### config.mk
export PLATFORM = sky130hd
export DESIGN_NAME = rip_inserter
export DESIGN_NICKNAME = d
export VERILOG_FILES = /design/src/rtl/rip_pkg.sv /design/src/rtl/rip_diff_mask.sv /design/src/rtl/rip_bit_sel.sv /design/src/rtl/rip_out_stage.sv /design/src/rtl/rip_inserter.sv
export SDC_FILE = /design/constraint.sdc
export NUM_CORES = 1
export LEC_CHECK = 0
export ABC_AREA = 1
export BUFFER_PORTS_ARGS = -buffer_cell sky130_fd_sc_hd__buf_4
export CELL_PAD_IN_SITES_DETAIL_PLACEMENT = 1
export CELL_PAD_IN_SITES_GLOBAL_PLACEMENT = 2
export CORE_MARGIN = 1
export CORE_UTILIZATION = 23
export DETAILED_ROUTE_END_ITERATION = 7
export GPL_TIMING_DRIVEN = 0
export PLACE_DENSITY = 0.95
export SETUP_SLACK_MARGIN = 0.15
export SLEW_MARGIN = 20
export SYNTH_ARGS = -nofsm -noshare
export SYNTH_HDL_FRONTEND = slang
export SYNTH_HIERARCHICAL = 1
export SYNTH_SLANG_ARGS = --single-unit
### constraint.sdc
create_clock -name clk -period 2.4 [get_ports clk]
set_clock_uncertainty 0.15 [all_clocks]
set_input_delay 0.6 -clock clk [delete_from_list [all_inputs] [get_ports clk]]
set_output_delay 0.6 -clock clk [all_outputs]
set_load 0.01 [all_outputs]
### src/rtl/rip_pkg.sv
package rip_pkg;

    // Default width of the pattern path.
    localparam int unsigned RIP_WIDTH_DEF = 20;

    // Which source a single output bit is taken from.
    typedef enum logic {
        SRC_KEEP = 1'b0,
        SRC_RAND = 1'b1
    } rip_src_e;

    // Decide the source for one bit from the two pattern bits.
    function automatic rip_src_e pick_src(input logic cur_b, input logic nxt_b);
        return (cur_b ^ nxt_b) ? SRC_RAND : SRC_KEEP;
    endfunction

endpackage

### src/rtl/rip_diff_mask.sv
module rip_diff_mask #(
    parameter int unsigned WIDTH = rip_pkg::RIP_WIDTH_DEF
) (
    input  logic [WIDTH-1:0] cur_i,
    input  logic [WIDTH-1:0] nxt_i,
    output logic [WIDTH-1:0] diff_o
);
    import rip_pkg::*;

    for (genvar g = 0; g < WIDTH; g++) begin : g_bit
        rip_src_e src;
        assign src       = pick_src(cur_i[g], nxt_i[g]);
        assign diff_o[g] = (src == SRC_RAND);
    end

endmodule

### src/rtl/rip_bit_sel.sv
module rip_bit_sel #(
    parameter int unsigned WIDTH = rip_pkg::RIP_WIDTH_DEF
) (
    input  logic [WIDTH-1:0] keep_i,
    input  logic [WIDTH-1:0] rnd_i,
    input  logic [WIDTH-1:0] diff_i,
    output logic [WIDTH-1:0] sel_o
);
    import rip_pkg::*;

    // One two-input multiplexer per bit position.
    for (genvar g = 0; g < WIDTH; g++) begin : g_mux
        rip_src_e src;
        assign src = diff_i[g] ? SRC_RAND : SRC_KEEP;
        always_comb begin
            unique case (src)
                SRC_RAND: sel_o[g] = rnd_i[g];
                default:  sel_o[g] = keep_i[g];
            endcase
        end
    end

endmodule

### src/rtl/rip_out_stage.sv
module rip_out_stage #(
    parameter int unsigned WIDTH = rip_pkg::RIP_WIDTH_DEF
) (
    input  logic             clk,
    input  logic             rst,
    input  logic             load_i,
    input  logic [WIDTH-1:0] d_i,
    output logic             vld_o,
    output logic [WIDTH-1:0] q_o
);

    always_ff @(posedge clk) begin
        if (rst) begin
            vld_o <= 1'b0;
            q_o   <= '0;
        end else begin
            vld_o <= load_i;
            if (load_i) begin
                q_o <= d_i;
            end
        end
    end

    // flag follows the strobe by one edge
    p_valid_lat_r4: assert property (@(posedge clk) disable iff (rst)
        load_i |=> vld_o);
    p_valid_drop_r4: assert property (@(posedge clk) disable iff (rst)
        !load_i |=> !vld_o);
    // no load, no change
    p_hold_r8: assert property (@(posedge clk) disable iff (rst)
        !load_i |=> $stable(q_o));
    // reset clears the stage
    p_reset_r1: assert property (@(posedge clk)
        rst |=> (!vld_o && q_o == '0));

endmodule

### src/rtl/rip_inserter.sv
module rip_inserter #(
    parameter int unsigned WIDTH = rip_pkg::RIP_WIDTH_DEF
) (
    input  logic             clk,
    input  logic             rst,
    input  logic             in_valid,
    input  logic [WIDTH-1:0] pat_cur,
    input  logic [WIDTH-1:0] pat_next,
    input  logic [WIDTH-1:0] rnd_word,
    output logic             out_valid,
    output logic [WIDTH-1:0] out_pat
);

    logic [WIDTH-1:0] diff_w;
    logic [WIDTH-1:0] ins_w;

    rip_diff_mask #(.WIDTH(WIDTH)) u_diff (
        .cur_i  (pat_cur),
        .nxt_i  (pat_next),
        .diff_o (diff_w)
    );

    rip_bit_sel #(.WIDTH(WIDTH)) u_sel (
        .keep_i (pat_cur),
        .rnd_i  (rnd_word),
        .diff_i (diff_w),
        .sel_o  (ins_w)
    );

    rip_out_stage #(.WIDTH(WIDTH)) u_stage (
        .clk    (clk),
        .rst    (rst),
        .load_i (in_valid),
        .d_i    (ins_w),
        .vld_o  (out_valid),
        .q_o    (out_pat)
    );

    // agreeing positions keep the common value
    p_agree_r2: assert property (@(posedge clk) disable iff (rst)
        in_valid |=> (((out_pat ^ $past(pat_cur)) & ~($past(pat_cur) ^ $past(pat_next))) == '0));
    // differing positions carry the random bit
    p_inject_r3: assert property (@(posedge clk) disable iff (rst)
        in_valid |=> (((out_pat ^ $past(rnd_word)) & ($past(pat_cur) ^ $past(pat_next))) == '0));
    // transitions are split, never added
    p_split_r5: assert property (@(posedge clk) disable iff (rst)
        in_valid |=> ($countones(out_pat ^ $past(pat_cur)) + $countones(out_pat ^ $past(pat_next))
                      == $countones($past(pat_cur) ^ $past(pat_next))));

endmodule

# [After elaboration in Yosys (flattened, before gate mapping)]
# Index checks and enable logic that the tools add are counted.
# W data, S select, Z words.
[classes] mux=60 bitwise=20
[ops] operator="$mux W1" count=60
[ops] operator="$xor A1 B1 Y1" count=20
[word_totals] register_bits=21 in_bits=63 out_inout_bits=21 wordCells=82

# [Logic depth before layout (Yosys ltp)]
[logic_depth] word_depth=4 mapped_depth=11 ltp_nobuf=10

# [By module]
# The synthesis kept the hierarchy.
[modules_own_cells] module="rip_out_stage" n_inst=1 cells_per_inst=131 area_each_um2=924.6 seq_area_each_um2=420.4
[modules_own_cells] module="rip_diff_mask" n_inst=1 cells_per_inst=120 area_each_um2=525.5 seq_area_each_um2=0.0
[modules_own_cells] module="rip_bit_sel" n_inst=1 cells_per_inst=80 area_each_um2=300.3 seq_area_each_um2=0.0

# [Worst setup path before layout]
# Ideal clock, no wire load.
[synth_path] path_type="input to register" startpoint="input port pat_cur[9]" endpoint="register u_stage.q_o[9]" setup_time_ns=0.114 arrival_ns=1.080 required_ns=2.136 path_slack_ns=1.056 stages=11 path_buffers=1 path_cell_list="inv_1 nand2_1 nand2_1 buf_4 inv_1 nand2_1 nand2_1 inv_1 nand2_1 nand2_1 nor2_2"
[synth_via] elab_chain_len=4
[synth_lines] element="start: declaration" line_no="rip_inserter.sv:7" text="input logic [WIDTH-1:0] pat_cur,"
[synth_lines] element="$xor A1 B1 Y1" line_no="rip_pkg.sv:14" text="return (cur_b ^ nxt_b) ? SRC_RAND : SRC_KEEP;"
[synth_lines] element="$mux W1" line_no="rip_pkg.sv:14"
[synth_lines] element="named net u_diff.g_bit[9].src" line_no="rip_diff_mask.sv:11" text="rip_src_e src;"
[synth_lines] element="$mux W1" line_no="rip_bit_sel.sv:14" text="assign src = diff_i[g] ? SRC_RAND : SRC_KEEP;"
[synth_lines] element="$mux W1" line_no="rip_bit_sel.sv:16" text="unique case (src)"
[synth_lines] element="named net ins_w[9]" line_no="rip_inserter.sv:15" text="logic [WIDTH-1:0] ins_w;"
[synth_lines] element="end signal: assignment" line_no="rip_out_stage.sv:19" text="q_o <= d_i;"
[synth_lines] element="end: declaration" line_no="rip_out_stage.sv:9" text="output logic [WIDTH-1:0] q_o"
# The timed path passes the listed nets, and every way through them passes these cells.
# A chain may end at the register's enable or synchronous reset.

# [Final worst setup path]
[layout_path] startpoint="register u_stage.q_o[9]" endpoint="output port out_pat[9]"
[layout_lines] element="end: declaration" line_no="rip_inserter.sv:11" text="output logic [WIDTH-1:0] out_pat"
# No word-level cell between the ends.

==> results.cfg <==
[clock_tree]
cts-root-buf = sky130_fd_sc_hd__clkbuf_8
tritoncts = built
numCtsBuffers = 3
post_cts_buffers = 0
clock_transition_at_path_regs_ps = 80
clock_tree.htree_level_count = 1
clockBufferDepth = 2
postCtsHoldBufs = 0
tritoncts_num_sinks = 21
clk_latency_ps = 250
cts.repair.resized = 0

[layout]
register_area_sq_um = 420
final_layout_size_suffix_gt1_frac = 0.297
multi_input_area_sq_um = 782
finalNetCount = 481
most_common_library_cell_in_the_layout_ignoring_fill_and_taps = sky130_fd_sc_hd__nand2_1
layout.cells.non_filler = 516
final.fill_count = 1040
n_antenna_cell = 0
leading_cell_types_in_the_layout_fill_and_taps_excluded = 152 x sky130_fd_sc_hd__nand2_1, 102 x sky130_fd_sc_hd__buf_4, 82 x sky130_fd_sc_hd__inv_1
syn2layout_area_growth_pct = 44.9

[setup_path]
crit_path_end_kind = output pin
worst-path-max-fanout = 2
critical_path.slowest_cell = sky130_fd_sc_hd__dfxtp_1
path_buf_inv = 1
timing.critical_path.from_type = flop
crit_path_cells = buf_4
worst_ep_required_time_ps = 1650
cpPeakStageDelay_ps = 340
timing_worst_setup_path_type = flop to output pin
worstPathArrival_ps = 730
cpLargestDelayFamily = flip-flops

[die]
fp.dieArea_sq_mm = 0.00796
die_y_um = 89.2
coreArea_sq_mm = 0.00729
boundaryPins = 84
core.rowCount = 31
floorplan.initialDensity = 0.240
die_w_um = 89.2

[sta]
finalWorstPathRequiredPeriod_ps = 1480
timing.final.crit_share = 0.615
final_max_slew_viol_count = 0
grt_setup_unrepaired = false
final-hold-violation-count = 0
fin_tns_setup_ps = 0
hold_slack_ps = 324
tightest_slew_ps = 124
relSlewSlack = 0.917
finalSetupViolCount = 0
fmaxAchievable_mhz = 677

[power]
share_seq_of_total_power = 0.395
pwr-share-clk = 0.234
power_switching_uw = 292
powerDensity_mw_per_mm2 = 387
vdd.ir_drop.worst_uv = 217
total_power_uw = 982
cell_internal_pwr_uw = 690
p_leak_uw = 0.00170
comb_power_share = 0.371
power.switching_fraction = 0.297

[placed_design]
numPortBuffers = 82
dpl.cell_count = 512
place_congestion = 0.660
place.detailed.hpwl_um = 3780

[logic_synthesis]
synth_cell_type_count = 10
synth.yosys.warnings = 6
postSynthNetCount = 394
postSynthRegisterBits = 21
area_of_the_mapped_netlist_sq_mm = 0.00175
synthCells = 331
share_of_synthesized_area_occupied_by_flip_flops_and_latches = 0.240
avgSynthCellArea_sq_um = 5.29

[routing]
num_vias = 1925
route.detailed.vias_per_inst = 3.73
maxUsedRoutingLayer = met4
met2RoutedLength_um = 2180
detail_route.wirelength_um = 4420
drt_first_pass_iters = 4
met3_wirelength_um = 262
ant_nets = 0
remaining_drc_errors = 0
drt-met1-wl_um = 1950
wl_per_cell_um = 8.57
drtIter0Drc = 17

[global_route]
grt_util_all_layers = 0.113
grt_remaining_overflow = 0
grt_first_pass_wirelength_um = 7200
largest_net_degree_at_the_start_of_global_routing = 13
grt_antenna_before_repair = 0
first_global_vias = 1771

[worst_hold_path]
hold_path.class = flop to flop

[status]
outcome = complete, no violations

[job]
drv_cap = 0
kinds of logic (layout without fill, tap and decap cells):
kind of cell / count (synthesis) / count (layout) / share of synthesized area
buffers and inverters: 109 / 195 / 0.313
AND/OR/NAND/NOR: 201 / 201 / 0.447
flip-flops: 21 / 21 / 0.240
per-stage QoR:
step | util | worst slack [ps] | instance area (sq um)
global placement | 0.341 | 885 | 2490
detailed placement | 0.341 | 846 | 2490
global route | 0.348 | 865 | 2540
floorplan | - | 1060 | 1750
finish | 0.348 | 924 | 2540
CTS | 0.348 | 901 | 2540
flip-flops by register name, summed over array words and instances (netlist names):
register       flops
u_stage/q_o       20
u_stage/vld_o      1
worst paths after layout:
kind                        from             end  slack [ps]  cells after the start
setup reg to reg  u_stage/q_o[5]  u_stage/q_o[5]        1660                      2
setup / recovery  u_stage/q_o[9]      out_pat[9]         920                      1
hold / removal    u_stage/q_o[6]  u_stage/q_o[6]         320                      2
hold reg to reg   u_stage/q_o[6]  u_stage/q_o[6]         320                      2
layer usage:
metal / track usage / vias up
met1: 0.128 / 820
met2: 0.219 / 45
met4: 0.0216 / 0
met5: 0 / -
met3: 0.0212 / 2
li1: - / 1058
Yosys cell counts:
cell / count / area [sq um]
sky130_fd_sc_hd__nor2_2: 3 / 18.8
sky130_fd_sc_hd__nand2_2: 8 / 50.1
sky130_fd_sc_hd__dfxtp_1: 21 / 420
sky130_fd_sc_hd__buf_6: 5 / 56.3
sky130_fd_sc_hd__clkbuf_8: 1 / 13.8
sky130_fd_sc_hd__nor2_1: 38 / 143
sky130_fd_sc_hd__inv_1: 82 / 308
sky130_fd_sc_hd__nand2_1: 152 / 571
sky130_fd_sc_hd__buf_12: 1 / 20.0
sky130_fd_sc_hd__buf_4: 20 / 150
power groups by stage:
stage	registers [uW]	clock network (uW)	logic [uW]
floorplan	408	0	196
finish	388	230	364
CTS	389	249	375
global placement	395	0	361
global route	392	259	419
detailed placement	397	0	373
cell type report:
type / count / share of cell area
multi-input combinational: 201 / 0.308
tap: 99 / 0.0488
buffer: 27 / 0.0947
sequential: 21 / 0.166
clock inverter: 1 / 0.00197
timing repair buffer: 82 / 0.243
inverter: 82 / 0.121
clock buffer: 3 / 0.0163
(Power assumes the default switching activity.)
